==> config.mk <==
export PLATFORM = sky130hd
export DESIGN_NAME = bpp_ctrl
export DESIGN_NICKNAME = d
export VERILOG_FILES = /design/src/rtl/bpp_pkg.sv /design/src/rtl/bpp_persist.sv /design/src/rtl/bpp_cell_reduce.sv /design/src/rtl/bpp_fsm.sv /design/src/rtl/bpp_ctrl.sv
export SDC_FILE = /design/constraint.sdc
export NUM_CORES = 1
export LEC_CHECK = 0
export ABC_AREA = 1
export BUFFER_PORTS_ARGS = -buffer_cell sky130_fd_sc_hd__buf_2
export CAP_MARGIN = 20
export CORE_ASPECT_RATIO = 1.25
export CORE_MARGIN = 2
export CORE_UTILIZATION = 60
export CTS_CLUSTER_SIZE = 25
export DETAILED_ROUTE_END_ITERATION = 10
export PLACE_DENSITY = 0.81
export SKIP_LAST_GASP = 1
export SLEW_MARGIN = 5
export SYNTH_ARGS = -nofsm -noshare
export SYNTH_HDL_FRONTEND = slang
export SYNTH_HIERARCHICAL = 1
export SYNTH_SLANG_ARGS = --single-unit
export TNS_END_PERCENT = 50
==> constraint.sdc <==
create_clock -name clk -period 1.89 [get_ports clk]
set_input_delay 0.189 -clock clk [delete_from_list [all_inputs] [get_ports clk]]
set_output_delay 0.189 -clock clk [all_outputs]
set_load 0.01 [all_outputs]
==> src/rtl/bpp_pkg.sv <==
package bpp_pkg;

    typedef enum logic [2:0] {
        ST_OFF,
        ST_NORMAL,
        ST_OVCHG,
        ST_OVDSG,
        ST_OVCUR
    } bpp_state_e;

    localparam int STAT_W     = 3;
    localparam int STAT_OVCHG = 0;
    localparam int STAT_OVDSG = 1;
    localparam int STAT_OVCUR = 2;

    // filter slots: three fault qualifiers, three release qualifiers
    localparam int FLT_OV  = 0;
    localparam int FLT_UV  = 1;
    localparam int FLT_OC  = 2;
    localparam int REL_OV  = 3;
    localparam int REL_UV  = 4;
    localparam int REL_LD  = 5;
    localparam int N_FILT  = 6;

endpackage

==> src/rtl/bpp_persist.sv <==
module bpp_persist #(
    parameter int CNT_W = 8
) (
    input  logic             clk,
    input  logic             rst_n,
    input  logic             tick,
    input  logic             cond,
    input  logic [CNT_W-1:0] limit,
    output logic             hit
);
    localparam logic [CNT_W-1:0] CNT_MAX = '1;

    logic [CNT_W-1:0] run_q;

    always_ff @(posedge clk or negedge rst_n) begin
        if (!rst_n) begin
            run_q <= '0;
        end else if (!cond) begin
            run_q <= '0;
        end else if (tick && run_q != CNT_MAX) begin
            run_q <= run_q + 1'b1;
        end
    end

    // qualified when the condition is seen at limit+1 consecutive ticks
    assign hit = tick && cond && (run_q >= limit);

endmodule

==> src/rtl/bpp_cell_reduce.sv <==
module bpp_cell_reduce #(
    parameter int NCELL = 4
) (
    input  logic             full_mode,
    input  logic [NCELL-1:0] ov,
    input  logic [NCELL-1:0] uv,
    input  logic [NCELL-1:0] low,
    output logic             ov_any,
    output logic             uv_any,
    output logic             low_any
);
    logic [NCELL-1:0] active;

    generate
        for (genvar c = 0; c < NCELL; c++) begin : g_mask
            if (c == NCELL - 1) begin : g_top
                assign active[c] = full_mode;
            end else begin : g_low
                assign active[c] = 1'b1;
            end
        end
    endgenerate

    assign ov_any  = |(ov  & active);
    assign uv_any  = |(uv  & active);
    assign low_any = |(low & active);

endmodule

==> src/rtl/bpp_fsm.sv <==
module bpp_fsm
    import bpp_pkg::*;
(
    input  logic              clk,
    input  logic              rst_n,
    input  logic              pwr_good,
    input  logic              ov_trip,
    input  logic              uv_trip,
    input  logic              oc_trip_q,
    input  logic              ov_rel,
    input  logic              uv_rel,
    input  logic              ld_rel,
    input  logic              chg_inhibit,
    output bpp_state_e        state,
    output logic              chg_en,
    output logic              dsg_en,
    output logic [STAT_W-1:0] status
);
    bpp_state_e state_q, state_d;

    always_ff @(posedge clk or negedge rst_n) begin
        if (!rst_n) begin
            state_q <= ST_OFF;
        end else begin
            state_q <= state_d;
        end
    end

    always_comb begin
        state_d = state_q;
        unique case (state_q)
            ST_OFF: begin
                if (pwr_good) state_d = ST_NORMAL;           // power-up
            end
            ST_NORMAL: begin
                if (oc_trip_q)    state_d = ST_OVCUR;        // current trip
                else if (uv_trip) state_d = ST_OVDSG;        // discharge trip
                else if (ov_trip) state_d = ST_OVCHG;        // charge trip
            end
            ST_OVCHG: begin
                if (oc_trip_q)    state_d = ST_OVCUR;
                else if (uv_trip) state_d = ST_OVDSG;
                else if (ov_rel)  state_d = ST_NORMAL;       // charge release
            end
            ST_OVDSG: begin
                if (uv_rel) state_d = ST_NORMAL;             // discharge release
            end
            ST_OVCUR: begin
                if (ld_rel) state_d = ST_NORMAL;             // load release
            end
            default: state_d = ST_OFF;
        endcase
    end

    always_comb begin
        chg_en = 1'b0;
        dsg_en = 1'b0;
        status = '0;
        unique case (state_q)
            ST_OFF: begin
                chg_en = 1'b0;
                dsg_en = 1'b0;
            end
            ST_NORMAL: begin
                chg_en = !chg_inhibit;
                dsg_en = 1'b1;
            end
            ST_OVCHG: begin
                chg_en = 1'b0;
                dsg_en = 1'b1;
                status[STAT_OVCHG] = 1'b1;
            end
            ST_OVDSG: begin
                chg_en = !chg_inhibit;
                dsg_en = 1'b0;
                status[STAT_OVDSG] = 1'b1;
            end
            ST_OVCUR: begin
                chg_en = !chg_inhibit;
                dsg_en = 1'b0;
                status[STAT_OVCUR] = 1'b1;
            end
            default: begin
                chg_en = 1'b0;
                dsg_en = 1'b0;
            end
        endcase
    end

    assign state = state_q;

endmodule

==> src/rtl/bpp_ctrl.sv <==
module bpp_ctrl
    import bpp_pkg::*;
#(
    parameter int NCELL = 4,
    parameter int DLY_W = 8
) (
    input  logic              clk,
    input  logic              rst_n,
    input  logic              sample_tick,
    input  logic              pwr_good,
    input  logic              four_cell,
    input  logic [NCELL-1:0]  cell_ov,
    input  logic [NCELL-1:0]  cell_uv,
    input  logic [NCELL-1:0]  cell_low,
    input  logic              low_chg_allow,
    input  logic              oc_trip,
    input  logic              load_off,
    input  logic [DLY_W-1:0]  dly_ovchg,
    input  logic [DLY_W-1:0]  dly_ovdsg,
    input  logic [DLY_W-1:0]  dly_ovcur,
    input  logic [DLY_W-1:0]  dly_release,
    output logic              chg_fet_en,
    output logic              dsg_fet_en,
    output logic [STAT_W-1:0] prot_status
);
    logic ov_any, uv_any, low_any;
    bpp_state_e state;

    logic [N_FILT-1:0] filt_cond;
    logic [N_FILT-1:0] filt_hit;
    logic [DLY_W-1:0]  filt_lim [N_FILT];

    bpp_cell_reduce #(.NCELL(NCELL)) u_reduce (
        .full_mode (four_cell),
        .ov        (cell_ov),
        .uv        (cell_uv),
        .low       (cell_low),
        .ov_any    (ov_any),
        .uv_any    (uv_any),
        .low_any   (low_any)
    );

    // release counters run only inside their own protection state
    always_comb begin
        filt_cond[FLT_OV] = ov_any;
        filt_cond[FLT_UV] = uv_any;
        filt_cond[FLT_OC] = oc_trip;
        filt_cond[REL_OV] = !ov_any && (state == ST_OVCHG);
        filt_cond[REL_UV] = !uv_any && (state == ST_OVDSG);
        filt_cond[REL_LD] = load_off && (state == ST_OVCUR);
        filt_lim[FLT_OV]  = dly_ovchg;
        filt_lim[FLT_UV]  = dly_ovdsg;
        filt_lim[FLT_OC]  = dly_ovcur;
        filt_lim[REL_OV]  = dly_release;
        filt_lim[REL_UV]  = dly_release;
        filt_lim[REL_LD]  = dly_release;
    end

    generate
        for (genvar f = 0; f < N_FILT; f++) begin : g_filt
            bpp_persist #(.CNT_W(DLY_W)) u_persist (
                .clk   (clk),
                .rst_n (rst_n),
                .tick  (sample_tick),
                .cond  (filt_cond[f]),
                .limit (filt_lim[f]),
                .hit   (filt_hit[f])
            );
        end
    endgenerate

    bpp_fsm u_fsm (
        .clk         (clk),
        .rst_n       (rst_n),
        .pwr_good    (pwr_good),
        .ov_trip     (filt_hit[FLT_OV]),
        .uv_trip     (filt_hit[FLT_UV]),
        .oc_trip_q   (filt_hit[FLT_OC]),
        .ov_rel      (filt_hit[REL_OV]),
        .uv_rel      (filt_hit[REL_UV]),
        .ld_rel      (filt_hit[REL_LD]),
        .chg_inhibit (!low_chg_allow && low_any),
        .state       (state),
        .chg_en      (chg_fet_en),
        .dsg_en      (dsg_fet_en),
        .status      (prot_status)
    );

endmodule

; Word-level counts from Yosys, hierarchy flattened
; Cells that the tools add are included.
[op_classes]
addsub = 6
n_lt_le_gt_ge = 6
n_eq_ne = 21
mux = 27
bitwise_logic = 3
n_reduce_logical = 33
[op_table]
columns = operator, n
row1 = $mux W8, 12
row2 = $add A8 B1 Y8 const B, 6
row3 = $ge A8 B8 Y1, 6
row4 = $ne A8 B8 Y1 const B, 6
row5 = $mux W3, 9
row6 = $logic_and A1 B1 Y1, 22
row7 = $pmux W3 S5, 1
row8 = $and A4 B4 Y4, 3
row9 = $ne A2 B2 Y1 const B, 6
row10 = $reduce_or A4 Y1, 3
row11 = $eq A3 B2 Y1 const B, 2
row12 = $ne A2 B1 Y1 const B, 3
row13 = $mux W1, 5
row14 = $reduce_and A5 Y1, 1
row15 = $logic_not A1 Y1, 4
row16 = $ne A4 B1 Y1 const B, 1
row17 = $ne A4 B4 Y1 const B, 1
row18 = $eq A3 B1 Y1 const B, 1
row19 = $eq A3 B3 Y1 const B, 1
row20 = $logic_not A3 Y1, 1
row21 = $reduce_or A3 Y1, 1
row22 = $reduce_or A2 Y1, 1
[word_totals]
reg_bits = 51
inputBits = 52
out_inout_bits = 5
elab_cells = 103

; Depth between registers and ports, before layout
; Gate-level depths: netlist of run 1.
[logic_depth]
depth_word = 10
ltp_mapped = 17
ltp_nobuf = 17

; Modules after synthesis
; Netlist of run 1, hierarchy kept.
[by_module_without_submodules]
columns = mod, n_inst, cells_per_inst, area_per_inst_um2, seq_area_each_um2
row1 = bpp_persist, 6, 98, 703.2, 200.2
row2 = bpp_fsm, 1, 48, 292.8, 75.1
row3 = bpp_ctrl, 1, 15, 56.3, 0.0
row4 = bpp_cell_reduce, 1, 12, 48.8, 0.0

; Worst setup path before layout of run 1
; No wires, ideal clock.
[synth_path]
path_kind = input port to flip-flop
startpoint = in cell_uv[0]
endpoint = reg u_fsm.state_q[0] (netlist: u_fsm/state[0])
setup_ps = 121
arrival_time_ps = 1535
t_required_ps = 1769
setup_slack_ps = 234
path_stages = 14
path_buffers = 0
path_cell_list = nor2_1 -> nand3_1 -> inv_1 -> nand2_1 -> nor2_1 -> nand2_1 -> inv_1 -> nand2_1 -> inv_1 -> inv_1 -> nand2_1 -> nand3_2 -> o21bai_1 -> nand2_1
[synth_between]
elab_chain_len = 8
elab_cells_between_ends = 17
classes_between = eq/ne: 3 / mux: 5 / bitwise: 1 / reduce/logical: 8
[synth_lines]
columns = element, line
row1 = "start, declared", bpp_ctrl.sv:13  ; input logic [NCELL-1:0] cell_uv,
row2 = $and A4 B4 Y4, bpp_cell_reduce.sv:25  ; assign uv_any = |(uv & active);
row3 = $reduce_or A4 Y1, bpp_cell_reduce.sv:25
row4 = net filt_cond[1], bpp_ctrl.sv:29  ; logic [N_FILT-1:0] filt_cond;
row5 = $logic_not A1 Y1, --
row6 = $logic_and A1 B1 Y1, bpp_ctrl.sv:49  ; filt_cond[REL_UV] = !uv_any && (state == ST_OVDSG);
row7 = net filt_cond[4], bpp_ctrl.sv:29
row8 = $logic_and A1 B1 Y1 (2 in series), bpp_persist.sv:26  ; assign hit = tick && cond && (run_q >= limit);
row9 = net filt_hit[4], bpp_ctrl.sv:30  ; logic [N_FILT-1:0] filt_hit;
row10 = $ne A2 B1 Y1 (no source line), --
row11 = $reduce_and A5 Y1 (no source line), --
row12 = "end signal, assigned", bpp_fsm.sv:25  ; state_q <= state_d;
row13 = "end, declared", bpp_fsm.sv:19  ; bpp_state_e state_q, state_d;
; The timed path passes the listed nets, and every way through them passes these cells.
; A chain may end at the register's enable or synchronous reset.

; Worst setup path in the final report of run 1
[layout_path]
startpoint = reg g_filt[1].u_persist.run_q[7]
endpoint = reg u_fsm.state_q[0] (netlist: u_fsm/state[0])
[layout_between]
elab_chain_len = 5
elab_cells_between_ends = 10
classes_between = order compare: 1 / eq/ne: 2 / mux: 5 / reduce/logical: 2
[layout_lines]
columns = element, line
row1 = "start, declared", bpp_persist.sv:13  ; logic [CNT_W-1:0] run_q;
row2 = "start signal, assigned", bpp_persist.sv:21  ; run_q <= run_q + 1'b1;
row3 = $ge A8 B8 Y1 *, bpp_persist.sv:26
row4 = $logic_and A1 B1 Y1 *, bpp_persist.sv:26
row5 = net filt_hit[1], bpp_ctrl.sv:30
row6 = $mux W3 (on tied branches), "bpp_fsm.sv:42, bpp_fsm.sv:37"
row7 = $mux W3 (on tied branches), "bpp_fsm.sv:41, bpp_fsm.sv:36"
row8 = $pmux W3 S5, bpp_fsm.sv:31  ; unique case (state_q)
; Mark *: on every way through the listed nets, which the timed path passes. The rest lies on a longest branch.

==> flow_summary.yaml, run 1 <==
outcome:
  outcome: "completed"
layout:
  layout-drive-gt1-share_pct: 24.8
  nFillCells: 569
  area_growth_pct: 21.6
  regArea_um2: 1280
  fin_nets: 871
  multi_input_area_um2: 2980
  diodes: 0
die:
  die_h_um: 102
  io_pins: 57
  dieArea_um2: 8420
  rows: 35
  core_um2: 7400
  initial_core_util_pct: 62.4
  die_w_um: 82.5
min_path:
  hp-class: "in2reg"
  worstHoldStart: "oc_trip"
worst_setup_path:
  cp_max_fo: 4
  reg2reg_from: "g_filt[1].u_persist/run_q[7]"
  critPathRequiredTime_ns: 2.09
  crit_top_cell: "nand2_1"
  crit_path_cell_trace: "ha_1 > a21o_1 > nor2_2 > nand3_1 > nand2_1 > inv_2 > nor2_1 > nand4_1 > nand2_2 > nor2_2 > nand2_1 > nand2_1"
  end_kind: "flip-flop"
  cp.arrival_ns: 2.01
  cp_num_buf_inv: 1
  start_kind: "flip-flop"
  critPathMaxStageDelay_ns: 0.39
  path_delay_family: "simple AND/OR/NAND/NOR gates"
  crit_path_start: "g_filt[1].u_persist/run_q[7]"
  critical_path_class: "reg2reg"
  cpMaxStageDelayCell: "dfrtp_1"
placed_design:
  port_buffers: 56
  gp_congestion: 0.934
  dpl.hpwl_um: 8770
  place_ws_ns: -0.0225
drt:
  finalWirelength_um: 11200
  vias: 4526
  drc: 0
  dr.pass1.iters: 4
  vias_per_cell: 5.28
  wire_per_inst_um: 13.0
  drtIter0Drc: 202
  ant_nets: 0
logic_synthesis:
  avgSynthCellArea_um2: 6.96
  synthDistinctLibCells: 27
  synth_top_area_share_pct: 27.6
  syn_inst: 663
  synth_simple_gate_area_share_pct: 34.2
  synth_compound_area_share_pct: 9.92
  synth-adder-area-share_pct: 14.6
  yosysSeqAreaShare_pct: 27.6
  synth_top_family_by_area: "simple AND/OR/NAND/NOR gates"
  yosys-top-cells-area: "dfrtp_1 (28%), ha_1 (15%), nand2_1 (14%)"
  synth_fp_nets: 769
  netlist_area_um2: 4620
  synthMuxAreaShare_pct: 0
  yosysTopAreaCell: "dfrtp_1"
  yosys_warnings: 6
  synth-xor-area-share_pct: 2.28
  synth-seq-cells: 51
flow_run:
  drv_cap: 0
cts:
  cts-root-buf: "clkbuf_8"
  cts_buffers: 5
  clock_path_buffers: 2
  cts.sinks: 51
  clkTransAtPathRegs_ns: 0.10
  clk_latency_ns: 0.31
  cts_tree: "done"
  cts_max_level: 2
sta:
  finalCritPeriodShare_pct: 95.8
  min_period_ns: 1.81
  hold_viol: 0
  drv_slew: 0
  whs_ns: 0.185
  max_freq_ghz: 0.552
  max-slew-margin-rel_pct: 67.4
  worst_pin_slew_ns: 0.488
  skew_ns: 0.00535
  setup_ws_ns: 0.0792
  setup_violations: 0
global_route:
  grt_max_degree: 21
  grt_pass1_wl_um: 17900
  grt_overflow: 0
  grt_pass1_vias: 4353
  track_usage_pct: 26.9
  antenna_found_initial: 0
power_and_ir_drop:
  ir_drop_mv: 0.542
  powerDensity_nw_per_um2: 604
  p_leak_nw: 3.34
==> worst reg2reg max path, stage by stage, from the launching register on <==
cell and delay [ns]:
dfrtp_1 0.39, ha_1 0.30, a21o_1 0.19, nor2_2 0.09, nand3_1 0.09, nand2_1 0.09, inv_2 0.06, nor2_1 0.11
nand4_1 0.11, nand2_2 0.11, nor2_2 0.05, nand2_1 0.05, nand2_1 0.05
==> flip-flops by register name, summed over array words and instances (netlist names) <==
name / cells
g_filt.u_persist/run_q: 48
u_fsm/state: 3
==> cell type report <==
class                           instances  area share, %
Timing Repair Buffer                   96           10.4
Inverter                              130           9.23
Clock buffer                            6           1.29
Sequential cell                        51           22.8
Multi-Input combinational cell        481           53.2
Tap cell                               92           2.05
Clock inverter                          2           1.07
==> power breakdown <==
part           internal, W  leakage, nW  switching [W]
Sequential         0.00119        0.685       0.000126
Combinational     0.000497         2.59       0.000665
Clock             0.000530       0.0654       0.000382
Total              0.00222         3.34        0.00117
==> stage by stage <==
stage          instances  TNS [ns]  total power [W]  utilization [%]  instance area, um^2
3_3_place_gp         831         0          0.00230             69.8                 5160
3_5_place_dp         831   -0.0250          0.00236             69.8                 5160
2_1_floorplan        663         0          0.00200                -                 4620
4_1_cts              841         0          0.00327             71.9                 5320
5_1_grt              858    -0.135          0.00361             75.9                 5610
6_report             858         0          0.00339             75.9                 5610
==> kinds of logic after synthesis <==
kind of cell,count (synthesis)
adder cells (fa/ha/maj),54
AO/OA/AOI/OAI,80
flip-flops,51
AND/OR/NAND/NOR,335
XOR/XNOR,12
buffers and inverters,131
==> per-layer routing <==
metal	track usage [%]	vias to the layer above	share of wire [%]
met5	0	-	0
met4	8.33	0	1.2
met3	2.65	12	3.6
met2	51.8	110	53
met1	30.3	2114	42
li1	-	2290	-
==> placed cells by master, fill, tap and decap left out <==
master         instances
nand3_2                2
dlygate4sd3_1          1
buf_4                 39
a21oi_2                3
dfrtp_2                4
dfrtp_1               47
or2_1                  1
nand2_4               18
nor2_4                 7
nand2_1              173
nor3_2                 2
a21oi_1               33
xor2_1                 6
buf_2                 56
inv_1                120
nor3_1                 1
inv_2                  4
ha_1                  45
nand3_1               36
clkbuf_8               5
nor2_2                17
clkinv_4               6
nand2_2               10
o21ai_2                6
a21boi_1               6
bufinv_16              2
o21ai_0               12
clkbuf_1               1
a21o_1                 6
o21ai_1               12
xnor2_1                6
ha_4                   9
o21bai_1               2
nand4_1               14
nor2_1                54
==> worst paths after layout <==
kind / cells past startpoint / slack, ns / end
worst max-delay path: 12 / 0.08 / u_fsm/state[0]
worst min-delay path: 3 / 0.18 / g_filt[2].u_persist/run_q[5]
worst max register to register: 12 / 0.08 / u_fsm/state[0]
worst min register to register: 2 / 0.55 / g_filt[5].u_persist/run_q[7]
max in group asynchronous: 4 / 0.99 / g_filt[3].u_persist/run_q[7]
min in group asynchronous: 3 / 0.40 / g_filt[5].u_persist/run_q[7]
==> cells in the mapped netlist, drive strengths merged <==
library cell and number:
nand2 201, xor2 6, o21bai 2, a21boi 6, xnor2 6, dfrtp 51, nor3 3, nand3 38
nor2 78, a21o 6, nand4 14, o21ai 30, or2 1, a21oi 36, clkinv 6, inv 124
buf 1, ha 54
==> timing repair <==
action                                 in CTS  in global routing
resized for setup                           1                 33
pin swaps                                   0                 11
setup endpoints to repair                   2                  2
hold buffers                                1                  0
endpoints found under the hold margin      38                  0
buffers inserted                            1                 17
Power figures use the tool's default switching activity.
==> run 2: changes to the inputs <==
--- a/config.mk
+++ b/config.mk
@@ -10,10 +10,11 @@
 export CAP_MARGIN = 20
 export CORE_ASPECT_RATIO = 1.25
 export CORE_MARGIN = 2
-export CORE_UTILIZATION = 60
+export CORE_UTILIZATION = 25
+export CTS_BUF_LIST = sky130_fd_sc_hd__clkbuf_2
 export CTS_CLUSTER_SIZE = 25
 export DETAILED_ROUTE_END_ITERATION = 10
-export PLACE_DENSITY = 0.81
+export PLACE_DENSITY_LB_ADDON = 0.3
 export SKIP_LAST_GASP = 1
 export SLEW_MARGIN = 5
 export SYNTH_ARGS = -nofsm -noshare
==> flow_summary.yaml, run 2 (synthesis results as in run 1) <==
global_route:
  gr-usage-met1_pct: 15.0
  antenna_found_initial: 1
  use_met2_pct: 20.4
  grt_max_degree: 21
  grt_pass1_wl_um: 18700
  grt_overflow: 0
  track_usage_pct: 11.7
  grt_pass1_vias: 4068
  use_met3_pct: 2.13
  gr-max-usage-layer: "met2"
worst_setup_path:
  cpMaxStageDelayCell: "dfrtp_1"
  reg2reg_from: "g_filt[1].u_persist/run_q[7]"
  reg2reg_slack_ns: 0.08
  crit_path_cell_trace: "buf_6 > buf_4 > nor3_4 > or2_4 > buf_6"
  reg2reg_depth: 12
  critPathMaxStageDelay_ns: 0.47
  crit_top_cell: "buf_6"
  critPathRequiredTime_ns: 1.70
  critical_path_class: "reg2out"
  end_kind: "primary output"
  start_kind: "flip-flop"
  crit_path_start: "u_fsm/state[2]"
  cp.arrival_ns: 1.73
  critical_path.endpoint: "dsg_fet_en"
  timing.rr.end: "u_fsm/state[1]"
  cp_max_fo: 7
sta:
  hold_viol: 0
  worst_pin_slew_ns: 0.518
  min_period_ns: 1.92
  drv_slew: 0
  finalCritPeriodShare_pct: 101
  setup_ws_ns: -0.0267
  skew_ns: 0.0148
  rsz0062_at_grt: "true"
  setup_violations: 1
  max-slew-margin-rel_pct: 65.4
  max_freq_ghz: 0.522
cts:
  clk_latency_ns: 0.50
  cts.sinks: 51
  clock_path_buffers: 2
  cts_tree: "done"
  cts_max_level: 2
  clkTransAtPathRegs_ns: 0.29
  cts-root-buf: "clkbuf_2"
  cts_buffers: 5
placed_design:
  dp.cells: 976
  dpl.hpwl_um: 8980
  place_ws_ns: 0.0318
  port_buffers: 56
  gp_congestion: 0.806
die:
  io_pins: 57
  initial_core_util_pct: 25.5
  die_h_um: 156
  rows: 55
  core_um2: 18100
  dieArea_um2: 19600
  die_w_um: 126
outcome:
  violations: "setup timing"
  outcome: "complete, but fails checks"
layout:
  most-common-layout-cells: "nand2_1 (174), inv_1 (118), buf_2 (55), buf_4 (54), nor2_1 (52)"
  largest_register_ffs: 48
  layout-drive-gt1-share_pct: 26.1
  mostFrequentLayoutCell: "nand2_1"
  utilization_pct: 32.2
  nFillCells: 1951
  regMostFlops: "g_filt.u_persist/run_q"
  area_growth_pct: 26.4
  multi_input_area_um2: 2950
  instances_no_fill: 1014
  regArea_um2: 1280
  fin_nets: 890
drt:
  ant_nets: 0
  vias_per_cell: 4.27
  wire_per_inst_um: 11.1
  drtIter0Drc: 130
  drc: 0
  finalWirelength_um: 11200
  dr.pass1.iters: 4
  vias: 4327
power_and_ir_drop:
  powerDensity_nw_per_um2: 541
  ir_drop_mv: 0.220
  p_leak_nw: 3.43
flow_run:
  drv_cap: 0
min_path:
  hp-class: "in2reg"
[run 2: worst min path at each step]
| stage | from | to | slack, ns | cells past startpoint |
|---|---|---|---|---|
| final | sample_tick | g_filt[2].u_persist/run_q[5] | 0.13 | 3 |
| after global routing | rst_n | g_filt[4].u_persist/run_q[1] | 0.1 | 2 |
| after CTS | sample_tick | g_filt[2].u_persist/run_q[5] | 0.07 | 3 |
| after detailed placement | rst_n | g_filt[5].u_persist/run_q[3] | 0.20 | 1 |
| after global placement | rst_n | g_filt[5].u_persist/run_q[3] | 0.20 | 1 |
| after floorplan | rst_n | g_filt[0].u_persist/run_q[0] | -0.11 | 0 |
[run 2: power by group]
part	switching, W	leakage (nW)	internal, W
sequential	0.0000849	0.691	0.00119
combinational	0.000748	2.71	0.000615
clock	0.000412	0.0296	0.000101
total	0.00125	3.43	0.00191
[run 2: stage by stage]
stage | hold WS, ns | power [W] | instance area [um^2] | setup TNS [ns]
after floorplan | -0.107 | 0.00200 | 4620 | 0
after global placement | 0.202 | 0.00243 | 5420 | 0
after detailed placement | 0.198 | 0.00243 | 5420 | 0
after CTS | 0.0731 | 0.00311 | 5560 | 0
after global routing | 0.0969 | 0.00346 | 5840 | -0.611
final | 0.134 | 0.00315 | 5840 | -0.0267
[run 2: critical path, delay by kind of cell (launching register included)]
family | cells | cell delay [ns]
AND/OR/NAND/NOR | 2 | 0.37
buffers and inverters | 3 | 0.39
flip-flops | 1 | 0.47
[run 2: layer usage]
metal,vias to the layer above,routed length (um)
met4,0,71
met2,67,5460
li1,2329,-
met1,1927,5370
met3,4,328
met5,-,0
[run 2: layout make-up]
type	count	share of cell area (%)
diodes	1	0.0429
clock buffers	6	0.515
clock inverters	2	0.279
inverters	130	9.01
multi-input cells	481	50.5
flip-flops and latches	51	21.9
well taps	228	4.89
repair buffers	115	12.9
[run 2: timing repair]
item	CTS	global route
hold buffers	2	0
setup buffers	4	23
endpoints found under the setup margin	4	6
hold endpoints to repair	47	0
resized for setup	12	26
pin swaps	2	15
